--- config.mk ---
export PLATFORM = sky130hd
export DESIGN_NAME = phy_linkup_seq
export DESIGN_NICKNAME = d
export VERILOG_FILES = /design/src/rtl/phy_bringup_pkg.sv /design/src/rtl/pbu_pace_timer.sv /design/src/rtl/pbu_poll_counter.sv /design/src/rtl/pbu_ability_resolve.sv /design/src/rtl/phy_linkup_seq.sv
export SDC_FILE = /design/constraint.sdc
export NUM_CORES = 1
export LEC_CHECK = 0
export BUFFER_PORTS_ARGS = -buffer_cell sky130_fd_sc_hd__buf_4
export CAP_MARGIN = 20
export CORE_ASPECT_RATIO = 0.8
export CORE_MARGIN = 8
export CORE_UTILIZATION = 50
export DETAILED_ROUTE_END_ITERATION = 10
export PLACE_DENSITY = 0.78
export REMOVE_ABC_BUFFERS = 1
export SLEW_MARGIN = 10
export SYNTH_ARGS = -nofsm -noshare
export SYNTH_HDL_FRONTEND = slang
export SYNTH_SLANG_ARGS = --single-unit
--- constraint.sdc ---
create_clock -name clk -period 2.85 [get_ports clk]
set_clock_uncertainty 0.15 [all_clocks]
set_input_delay 0.1425 -clock clk [delete_from_list [all_inputs] [get_ports clk]]
set_output_delay 0.1425 -clock clk [all_outputs]
set_load 0.1 [all_outputs]
--- src/rtl/phy_bringup_pkg.sv ---
package phy_bringup_pkg;

    localparam logic [4:0]  REG_CTRL  = 5'd0;
    localparam logic [4:0]  REG_STAT  = 5'd1;
    localparam logic [4:0]  REG_ID1   = 5'd2;
    localparam logic [4:0]  REG_ADV   = 5'd4;

    localparam int          STAT_LINK = 2;
    localparam int          STAT_ANC  = 5;

    localparam logic [15:0] ADV_ALL    = 16'h01E1;
    localparam logic [15:0] CTRL_RENEG = 16'h1200;
    localparam logic [15:0] ID_ABSENT  = 16'hFFFF;

    typedef enum logic [1:0] {
        ERR_NONE    = 2'd0,
        ERR_NO_PHY  = 2'd1,
        ERR_AN_TOUT = 2'd2,
        ERR_NO_LINK = 2'd3
    } err_code_t;

    typedef enum logic [3:0] {
        ST_IDLE,
        ST_RD_ID,
        ST_RD_STAT,
        ST_WR_ADV,
        ST_WR_CTRL,
        ST_AN_RD,
        ST_AN_GAP,
        ST_LK_RD,
        ST_LK_GAP
    } seq_state_t;

endpackage

--- src/rtl/pbu_pace_timer.sv ---
module pbu_pace_timer #(
    parameter int PACE_TICKS = 100
) (
    input  logic clk,
    input  logic rst_n,
    input  logic run,
    input  logic us_tick,
    output logic expire
);
    localparam int CW = (PACE_TICKS > 1) ? $clog2(PACE_TICKS) : 1;
    localparam logic [CW-1:0] LAST = CW'(PACE_TICKS - 1);

    logic [CW-1:0] cnt;

    assign expire = run && us_tick && (cnt == LAST);

    always_ff @(posedge clk or negedge rst_n) begin
        if (!rst_n) begin
            cnt <= '0;
        end else if (!run || expire) begin
            cnt <= '0;
        end else if (us_tick) begin
            cnt <= cnt + 1'b1;
        end
    end
endmodule

--- src/rtl/pbu_poll_counter.sv ---
module pbu_poll_counter #(
    parameter int MAX_POLLS = 1000
) (
    input  logic clk,
    input  logic rst_n,
    input  logic clr,
    input  logic bump,
    output logic last
);
    localparam int CW = $clog2(MAX_POLLS + 1);
    localparam logic [CW-1:0] LAST = CW'(MAX_POLLS - 1);
    localparam logic [CW-1:0] TOP  = CW'(MAX_POLLS);

    logic [CW-1:0] cnt;

    assign last = (cnt == LAST);

    always_ff @(posedge clk or negedge rst_n) begin
        if (!rst_n) begin
            cnt <= '0;
        end else if (clr) begin
            cnt <= '0;
        end else if (bump && cnt != TOP) begin
            cnt <= cnt + 1'b1;
        end
    end
endmodule

--- src/rtl/pbu_ability_resolve.sv ---
module pbu_ability_resolve (
    input  logic [3:0] ability,   // {100F, 100H, 10F, 10H}
    output logic       spd_100,
    output logic       fdx
);
    always_comb begin
        if (ability[3]) begin
            spd_100 = 1'b1; fdx = 1'b1;
        end else if (ability[1]) begin
            spd_100 = 1'b0; fdx = 1'b1;
        end else if (ability[2]) begin
            spd_100 = 1'b1; fdx = 1'b0;
        end else begin
            spd_100 = 1'b0; fdx = 1'b0;
        end
    end
endmodule

--- src/rtl/phy_linkup_seq.sv ---
module phy_linkup_seq
    import phy_bringup_pkg::*;
#(
    parameter logic [4:0] PHY_ADDR   = 5'd0,
    parameter int         PACE_TICKS = 100,
    parameter int         AN_POLLS   = 30000,
    parameter int         LINK_POLLS = 1000
) (
    input  logic        clk,
    input  logic        rst_n,
    input  logic        start,
    input  logic        us_tick,
    output logic        mdio_req,
    output logic        mdio_wr,
    output logic [4:0]  mdio_phy,
    output logic [4:0]  mdio_reg,
    output logic [15:0] mdio_wdata,
    input  logic        mdio_done,
    input  logic [15:0] mdio_rdata,
    output logic        link_up,
    output logic        speed_100,
    output logic        full_duplex,
    output logic [1:0]  err_code,
    output logic        seq_done
);
    seq_state_t state, nxt;
    logic       fin_valid;
    err_code_t  fin_code;
    logic       an_last, lk_last, gap_expire, gap_run;
    logic       res_spd, res_fdx;

    assign gap_run = (state == ST_AN_GAP) || (state == ST_LK_GAP);

    pbu_pace_timer #(.PACE_TICKS(PACE_TICKS)) u_pace (
        .clk(clk), .rst_n(rst_n), .run(gap_run), .us_tick(us_tick), .expire(gap_expire)
    );

    pbu_poll_counter #(.MAX_POLLS(AN_POLLS)) u_an_cnt (
        .clk(clk), .rst_n(rst_n), .clr(state == ST_IDLE),
        .bump(state == ST_AN_RD && mdio_done), .last(an_last)
    );

    pbu_poll_counter #(.MAX_POLLS(LINK_POLLS)) u_lk_cnt (
        .clk(clk), .rst_n(rst_n), .clr(state == ST_IDLE),
        .bump(state == ST_LK_RD && mdio_done), .last(lk_last)
    );

    pbu_ability_resolve u_resolve (
        .ability({mdio_rdata[14], mdio_rdata[13], mdio_rdata[12], mdio_rdata[11]}),
        .spd_100(res_spd), .fdx(res_fdx)
    );

    // next state and result decision
    always_comb begin
        nxt       = state;
        fin_valid = 1'b0;
        fin_code  = ERR_NONE;
        unique case (state)
            ST_IDLE:    if (start) nxt = ST_RD_ID;
            ST_RD_ID:   if (mdio_done) begin
                            if (mdio_rdata == ID_ABSENT) begin
                                nxt = ST_IDLE; fin_valid = 1'b1; fin_code = ERR_NO_PHY;
                            end else begin
                                nxt = ST_RD_STAT;
                            end
                        end
            ST_RD_STAT: if (mdio_done) begin
                            if (mdio_rdata[STAT_LINK]) begin
                                nxt = ST_IDLE; fin_valid = 1'b1;
                            end else begin
                                nxt = ST_WR_ADV;
                            end
                        end
            ST_WR_ADV:  if (mdio_done) nxt = ST_WR_CTRL;
            ST_WR_CTRL: if (mdio_done) nxt = ST_AN_RD;
            ST_AN_RD:   if (mdio_done) begin
                            if (mdio_rdata[STAT_ANC]) begin
                                nxt = ST_LK_RD;
                            end else if (an_last) begin
                                nxt = ST_IDLE; fin_valid = 1'b1; fin_code = ERR_AN_TOUT;
                            end else begin
                                nxt = ST_AN_GAP;
                            end
                        end
            ST_AN_GAP:  if (gap_expire) nxt = ST_AN_RD;
            ST_LK_RD:   if (mdio_done) begin
                            if (mdio_rdata[STAT_LINK]) begin
                                nxt = ST_IDLE; fin_valid = 1'b1;
                            end else if (lk_last) begin
                                nxt = ST_IDLE; fin_valid = 1'b1; fin_code = ERR_NO_LINK;
                            end else begin
                                nxt = ST_LK_GAP;
                            end
                        end
            ST_LK_GAP:  if (gap_expire) nxt = ST_LK_RD;
            default:    nxt = ST_IDLE;
        endcase
    end

    // state register
    always_ff @(posedge clk or negedge rst_n) begin
        if (!rst_n) state <= ST_IDLE;
        else        state <= nxt;
    end

    // transaction outputs
    always_comb begin
        mdio_req   = 1'b0;
        mdio_wr    = 1'b0;
        mdio_reg   = REG_STAT;
        mdio_wdata = '0;
        mdio_phy   = PHY_ADDR;
        unique case (state)
            ST_RD_ID:                      begin mdio_req = 1'b1; mdio_reg = REG_ID1; end
            ST_RD_STAT, ST_AN_RD, ST_LK_RD: begin mdio_req = 1'b1; mdio_reg = REG_STAT; end
            ST_WR_ADV:  begin mdio_req = 1'b1; mdio_wr = 1'b1; mdio_reg = REG_ADV;  mdio_wdata = ADV_ALL;    end
            ST_WR_CTRL: begin mdio_req = 1'b1; mdio_wr = 1'b1; mdio_reg = REG_CTRL; mdio_wdata = CTRL_RENEG; end
            default: ;
        endcase
    end

    // result outputs
    always_ff @(posedge clk or negedge rst_n) begin
        if (!rst_n) begin
            seq_done    <= 1'b0;
            link_up     <= 1'b0;
            speed_100   <= 1'b0;
            full_duplex <= 1'b0;
            err_code    <= ERR_NONE;
        end else begin
            seq_done <= fin_valid;
            if (state == ST_IDLE && start) begin
                link_up     <= 1'b0;
                speed_100   <= 1'b0;
                full_duplex <= 1'b0;
                err_code    <= ERR_NONE;
            end else if (fin_valid) begin
                err_code    <= fin_code;
                link_up     <= (fin_code == ERR_NONE);
                speed_100   <= (fin_code == ERR_NONE) && res_spd;
                full_duplex <= (fin_code == ERR_NONE) && res_fdx;
            end
        end
    end

    a_r3_no_phy: assert property (@(posedge clk) disable iff (!rst_n)
        (state == ST_RD_ID && mdio_done && mdio_rdata == ID_ABSENT) |=> (seq_done && err_code == 2'd1));
    a_r4_early_link: assert property (@(posedge clk) disable iff (!rst_n)
        (state == ST_RD_STAT && mdio_done && mdio_rdata[STAT_LINK]) |=> (seq_done && link_up));
    a_r6_an_gap_tick: assert property (@(posedge clk) disable iff (!rst_n)
        (state == ST_AN_GAP && !us_tick) |=> (state == ST_AN_GAP));
    a_r7_lk_gap_tick: assert property (@(posedge clk) disable iff (!rst_n)
        (state == ST_LK_GAP && !us_tick) |=> (state == ST_LK_GAP));
    a_r9_hold_req: assert property (@(posedge clk) disable iff (!rst_n)
        (mdio_req && !mdio_done) |=> (mdio_req && $stable(mdio_reg) && $stable(mdio_wr) && $stable(mdio_wdata)));
    a_r10_done_pulse: assert property (@(posedge clk) disable iff (!rst_n)
        seq_done |=> !seq_done);
    a_r10_link_ok: assert property (@(posedge clk) disable iff (!rst_n)
        link_up |-> (err_code == 2'd0));
endmodule

# After elaboration in Yosys (flattened, before gate mapping)
# Cells that the tools add are included.
op_classes:
  n_addsub: 3
  eq_ne: 23
  n_mux: 59
  n_reduce_logical: 21
op_table:
  columns: ["op", "count"]
  rows:
  - ["4-bit two-way mux", 11]
  - ["4-bit case mux with 9 select lines", 1]
  - ["15-bit two-way mux", 2]
  - ["13-bit case mux with 2 select lines", 1]
  - ["1-bit two-way mux", 25]
  - ["10-bit two-way mux", 2]
  - ["2-bit two-way mux", 10]
  - ["16-bit == test, second input constant", 1]
  - ["4-bit by 3-bit == test with 1-bit output, second input constant", 4]
  - ["15-bit by 1-bit adder with 15-bit output, second input constant", 1]
  - ["15-bit == test, second input constant", 1]
  - ["15-bit inequality test, second input constant", 1]
  - ["7-bit two-way mux", 2]
  - ["2-bit inequality test, second input constant", 7]
  - ["10-bit by 1-bit adder with 10-bit output, second input constant", 1]
  - ["10-bit == test, second input constant", 1]
  - ["10-bit inequality test, second input constant", 1]
  - ["1-bit logical AND", 9]
  - ["3-bit case mux with 3 select lines", 1]
  - ["9-bit AND reduction", 1]
  - ["4-bit by 2-bit == test with 1-bit output, second input constant", 2]
  - ["2-bit nonzero test", 4]
  - ["7-bit by 1-bit adder with 7-bit output, second input constant", 1]
  - ["7-bit == test, second input constant", 1]
  - ["other kinds (12)", 15]
totals:
  ff_bits: 42
  input_bits: 21
  output_inout_bits: 34
  elab_cells: 115

# Longest topological paths before layout
logic_depth:
  ltp_word: 9
  ltp_mapped: 8
  mapped_depth_nobuf: 7

# Modules after synthesis
# Synthesis repeated with hierarchy kept, for this count alone.
unflattened:
  hier_cells: 327
  hier_area_um2: 2881.5
modules_own_cells:
  columns: ["module", "n_inst", "cells_per_inst", "area_each_um2", "seq_area_each_um2"]
  rows:
  - ["phy_linkup_seq", 1, 125, 985.9, 250.2]
  - ["pbu_poll_counter at u_an_cnt", 1, 92, 859.6, 375.4]
  - ["pbu_poll_counter at u_lk_cnt", 1, 66, 614.3, 250.2]
  - ["pbu_pace_timer", 1, 41, 404.1, 175.2]
  - ["pbu_ability_resolve", 1, 3, 17.5, 0.0]

# Worst setup path after synthesis
# OpenSTA, ideal clock, no wires.
synth_timing:
  kind: "register -> output"
  start: "register state[0]"
  end: "output port mdio_wr"
  t_arrival_ps: 3866
  required_ps: 2558
  path_slack_ps: -1308
  path_stages_with_launch: 5
  n_path_buf: 1
  cell_sequence: "dfrtp_1 -> clkbuf_1 -> nand2_1 -> nor3_1 -> or2_2"
synth_between:
  elab_chain_cells: 3
  word_cells_on_any_way: 4
  cone_classes: "2 x eq/ne; 1 x mux; 1 x reduce/logical"
synth_lines:
  columns: ["element", "line_no", "source"]
  rows:
  - ["start: declaration", "phy_linkup_seq.sv:26", "seq_state_t state, nxt;"]
  - ["start signal: assignment", "phy_linkup_seq.sv:103", "else state <= nxt;"]
  - ["4-bit by 3-bit == test with 1-bit output or 4-bit by 2-bit == test with 1-bit output (tied branches)", "phy_linkup_seq.sv:113", "unique case (state)"]
  - ["2-bit OR reduction (no source line) (*)", null, null]
  - ["1-bit two-way mux (*)", "phy_linkup_seq.sv:113", null]
  - ["end: declaration", "phy_linkup_seq.sv:14", "output logic mdio_wr,"]
# Mark *: on every way between the ends. The rest lies on a longest branch, timed or not.

# Final worst setup path
layout_timing:
  start: "register state[2]"
  end: "register state[0]"
layout_between:
  elab_chain_cells: 6
  word_cells_on_any_way: 23
  cone_classes: "17 x eq/ne; 1 x mux; 5 x reduce/logical"
layout_lines:
  columns: ["element", "line_no", "source"]
  rows:
  - ["4-bit by 3-bit == test with 1-bit output or 4-bit == test (tied branches)", "phy_linkup_seq.sv:32, phy_linkup_seq.sv:58", null]
  - ["1-bit logical OR", "phy_linkup_seq.sv:32", "assign gap_run = (state == ST_AN_GAP) || (state == ST_LK_GAP);"]
  - ["1-bit logical AND (2 in series)", "pbu_pace_timer.sv:15", "assign expire = run && us_tick && (cnt == LAST);"]
  - ["2-bit by 1-bit inequality test with 1-bit output (no source line)", null, null]
  - ["9-bit AND reduction (no source line)", null, null]
# Several ways; a longest one is shown, not always the timed one.
# A chain may end at the register's enable or synchronous reset.

==> impl_metrics.yaml <==
status:
  outcome: "complete, no violations"
hold_path:
  min_from: "us_tick"
  hold_depth: 3
  min_path_type: "primary input to flop"
  min_to: "u_pace.cnt[0]$_DFFE_PN0P_"
die:
  row_count: 23
  initial_core_util: 0.517
  die_y_um: 80.4
  die_w_um: 96.5
  core_area_mm2: 0.00501
  die_area_mm2: 0.00776
  ios: 55
cells_and_area:
  nets: 343
  area_growth_pct: 14.1
  num_antenna_cells: 0
  fin_area_mm2: 0.00296
  drive_above_1_share: 0.189
clock_tree:
  tritoncts: "built"
  cts_setup_buffers: 0
  cts_buffers: 5
  cts_sinks: 42
  cts-root-buf: "clkbuf_8"
  clkLatencyLatePin_ps: 290
  htreeDepth: 2
  clk_pin_slew_ps: 80
  cts_max_path_buffers: 2
critical_path:
  crit_path_start_kind: "flop"
  crit_type: "flop to flop"
  required_ps: 2880
  r2r-end: "state[0]$_DFFE_PN0P_"
  arrival_ps: 2500
  r2r-start: "state[2]$_DFFE_PN0P_"
  r2r_slack_ps: 380
  path_max_fanout: 15
  r2r_cells: 5
  worst_setup_path_end_kind: "flop"
logic_synthesis:
  synth_commonest_cells: "dfrtp_1, nor2_1, buf_4"
  ys_seq_area_frac: 0.406
  ys_ff_latch: 42
  ys_types: 56
  netlist_instances: 284
  synth_area_leader_cell: "dfrtp_1"
  synth_ff_type: "dfrtp_1"
  ys_warn_count: 0
  syn_area_mm2: 0.00259
  synth_edf_count: 0
  ys_async_sr_fraction: 1.00
  syn_area_per_cell_um2: 9.12
  yosys.cell_count.top_type: "dfrtp_1"
  synth_area_leaders: "dfrtp_1, xor2_1, buf_4, nor2_1, nand3_1"
  yosys.area.top_type_share: 0.406
placed_design:
  dp_hpwl_um: 4010
  portBuffers: 38
  placed_area_mm2: 0.00279
  gp_congestion: 0.834
  place_ws_ps: 422
power:
  p_per_area_mw_per_mm2: 998
  p_total_w: 0.00295
  power_leakage_nw: 1.38
  peakVddDrop_mv: 0.766
detailed_routing:
  wl_per_cell_um: 14.2
  drt_iter0_markers: 69
  wirelength_um: 5410
  firstDrtPassIters: 4
  vias: 2061
  drcViolationCount: 0
  ant_nets: 0
  viasPerCell: 5.42
global_routing:
  grt_pass1_wl_um: 9620
  grt_overflow: 0
  grtUsageTotal: 0.152
  first_global_vias: 2139
  grt_max_degree: 43
  antenna_found_initial: 0
sta:
  max_freq_mhz: 404
  finalSetupViolCount: 0
  worstMarginPinSlew_ps: 551
  final.min_clock_period_ps: 2470
  rsz0062_at_grt: "no"
  setup_ws_ps: 376
  hold_viol_final: 0
  finalMaxSlewViolations: 0
  maxSlewHeadroom: 0.630
  period_share: 0.868
  fin_tns_setup_ps: 0
run:
  maxCapViolCount: 0
==> power breakdown <==
part	switching (W)	leakage [nW]	internal (W)	total, W
registers	0.000122	0.577	0.000658	0.000781
logic	0.00122	0.729	0.000375	0.00160
clock network	0.000201	0.0714	0.000374	0.000575
==> per-stage QoR <==
stage | cells | utilization | hold WS, ps
global route | 380 | 0.590 | 16.1
CTS | 380 | 0.590 | 4.67
detailed placement | 370 | 0.558 | 9.22
floorplan | 269 | - | -303
global placement | 370 | 0.558 | 8.43
finish | 380 | 0.590 | 15.5
==> critical path, stage by stage, from the launching register on <==
cell      delay [ps]
dfrtp_1          670
nor2b_1          260
a22oi_1          110
or3_1            500
o221ai_1         260
mux2_2           400
==> flip-flops by register name (all words and copies together) (netlist names) <==
signal and count:
state 4, u_lk_cnt.cnt 10, u_pace.cnt 7, link_up 1
err_code 2, seq_done 1, speed_100 1, u_an_cnt.cnt 15
full_duplex 1
==> layer usage <==
metal / track usage / up-vias / wire length, µm
li1: - / 1016 / -
met1: 0.197 / 986 / 2610
met2: 0.242 / 57 / 2470
met3: 0.0475 / 2 / 314
met4: 0.0332 / 0 / 10
met5: 0 / - / 0
==> layout by cell type, fill, tap and decap left out, types with 3 or more instances in the layout <==
| cell | instances |
|---|---|
| dfrtp_1 | 42 |
| nor2_1 | 41 |
| buf_4 | 39 |
| nand2_1 | 19 |
| xor2_1 | 19 |
| conb_1 | 16 |
| nand3_1 | 15 |
| nand4_1 | 12 |
| a21oi_1 | 10 |
| inv_1 | 8 |
| nor3_1 | 6 |
| xnor2_1 | 6 |
| o21ai_0 | 6 |
| clkbuf_8 | 6 |
| or3_1 | 5 |
| and3_1 | 5 |
| ha_1 | 5 |
| mux2i_1 | 4 |
| a21boi_0 | 4 |
| or2_2 | 3 |
==> cell type report <==
class	instances	area, µm²
tap	62	77.6
clock buffer	6	82.6
clock inverter	2	60.1
fill	468	2050
inverter	8	30.0
multi-input combinational	219	1340
sequential	42	1050
timing repair buffer	41	313
==> how the worst max path moves through the flow <==
stage | startpoint | end | slack (ps) | cells after the start
after floorplan | state[0]$_DFFE_PN0P_ | mdio_wr | -9630 | 3
after global placement | state[2]$_DFFE_PN0P_ | state[0]$_DFFE_PN0P_ | 500 | 5
after detailed placement | state[2]$_DFFE_PN0P_ | state[0]$_DFFE_PN0P_ | 420 | 5
after CTS | state[0]$_DFFE_PN0P_ | mdio_wr | 360 | 4
after global routing | state[0]$_DFFE_PN0P_ | mdio_wr | 120 | 4
final | state[2]$_DFFE_PN0P_ | state[0]$_DFFE_PN0P_ | 380 | 5
==> what timing repair did <==
item                                   in CTS  in global routing
gates resized for setup                     0                  0
endpoints found under the hold margin      43                  0
hold buffers                                2                  0
==> logic make-up after synthesis <==
logic type / count (synthesis) / share of synthesized area
mux: 6 / 0.0241
flops: 42 / 0.406
other cells: 1 / 0.00145
xor+xnor: 25 / 0.0845
buf+inv: 38 / 0.100
fa+ha+maj: 5 / 0.0241
compound gates: 38 / 0.0980
simple gates: 129 / 0.262
Power figures use the tool's default switching activity.
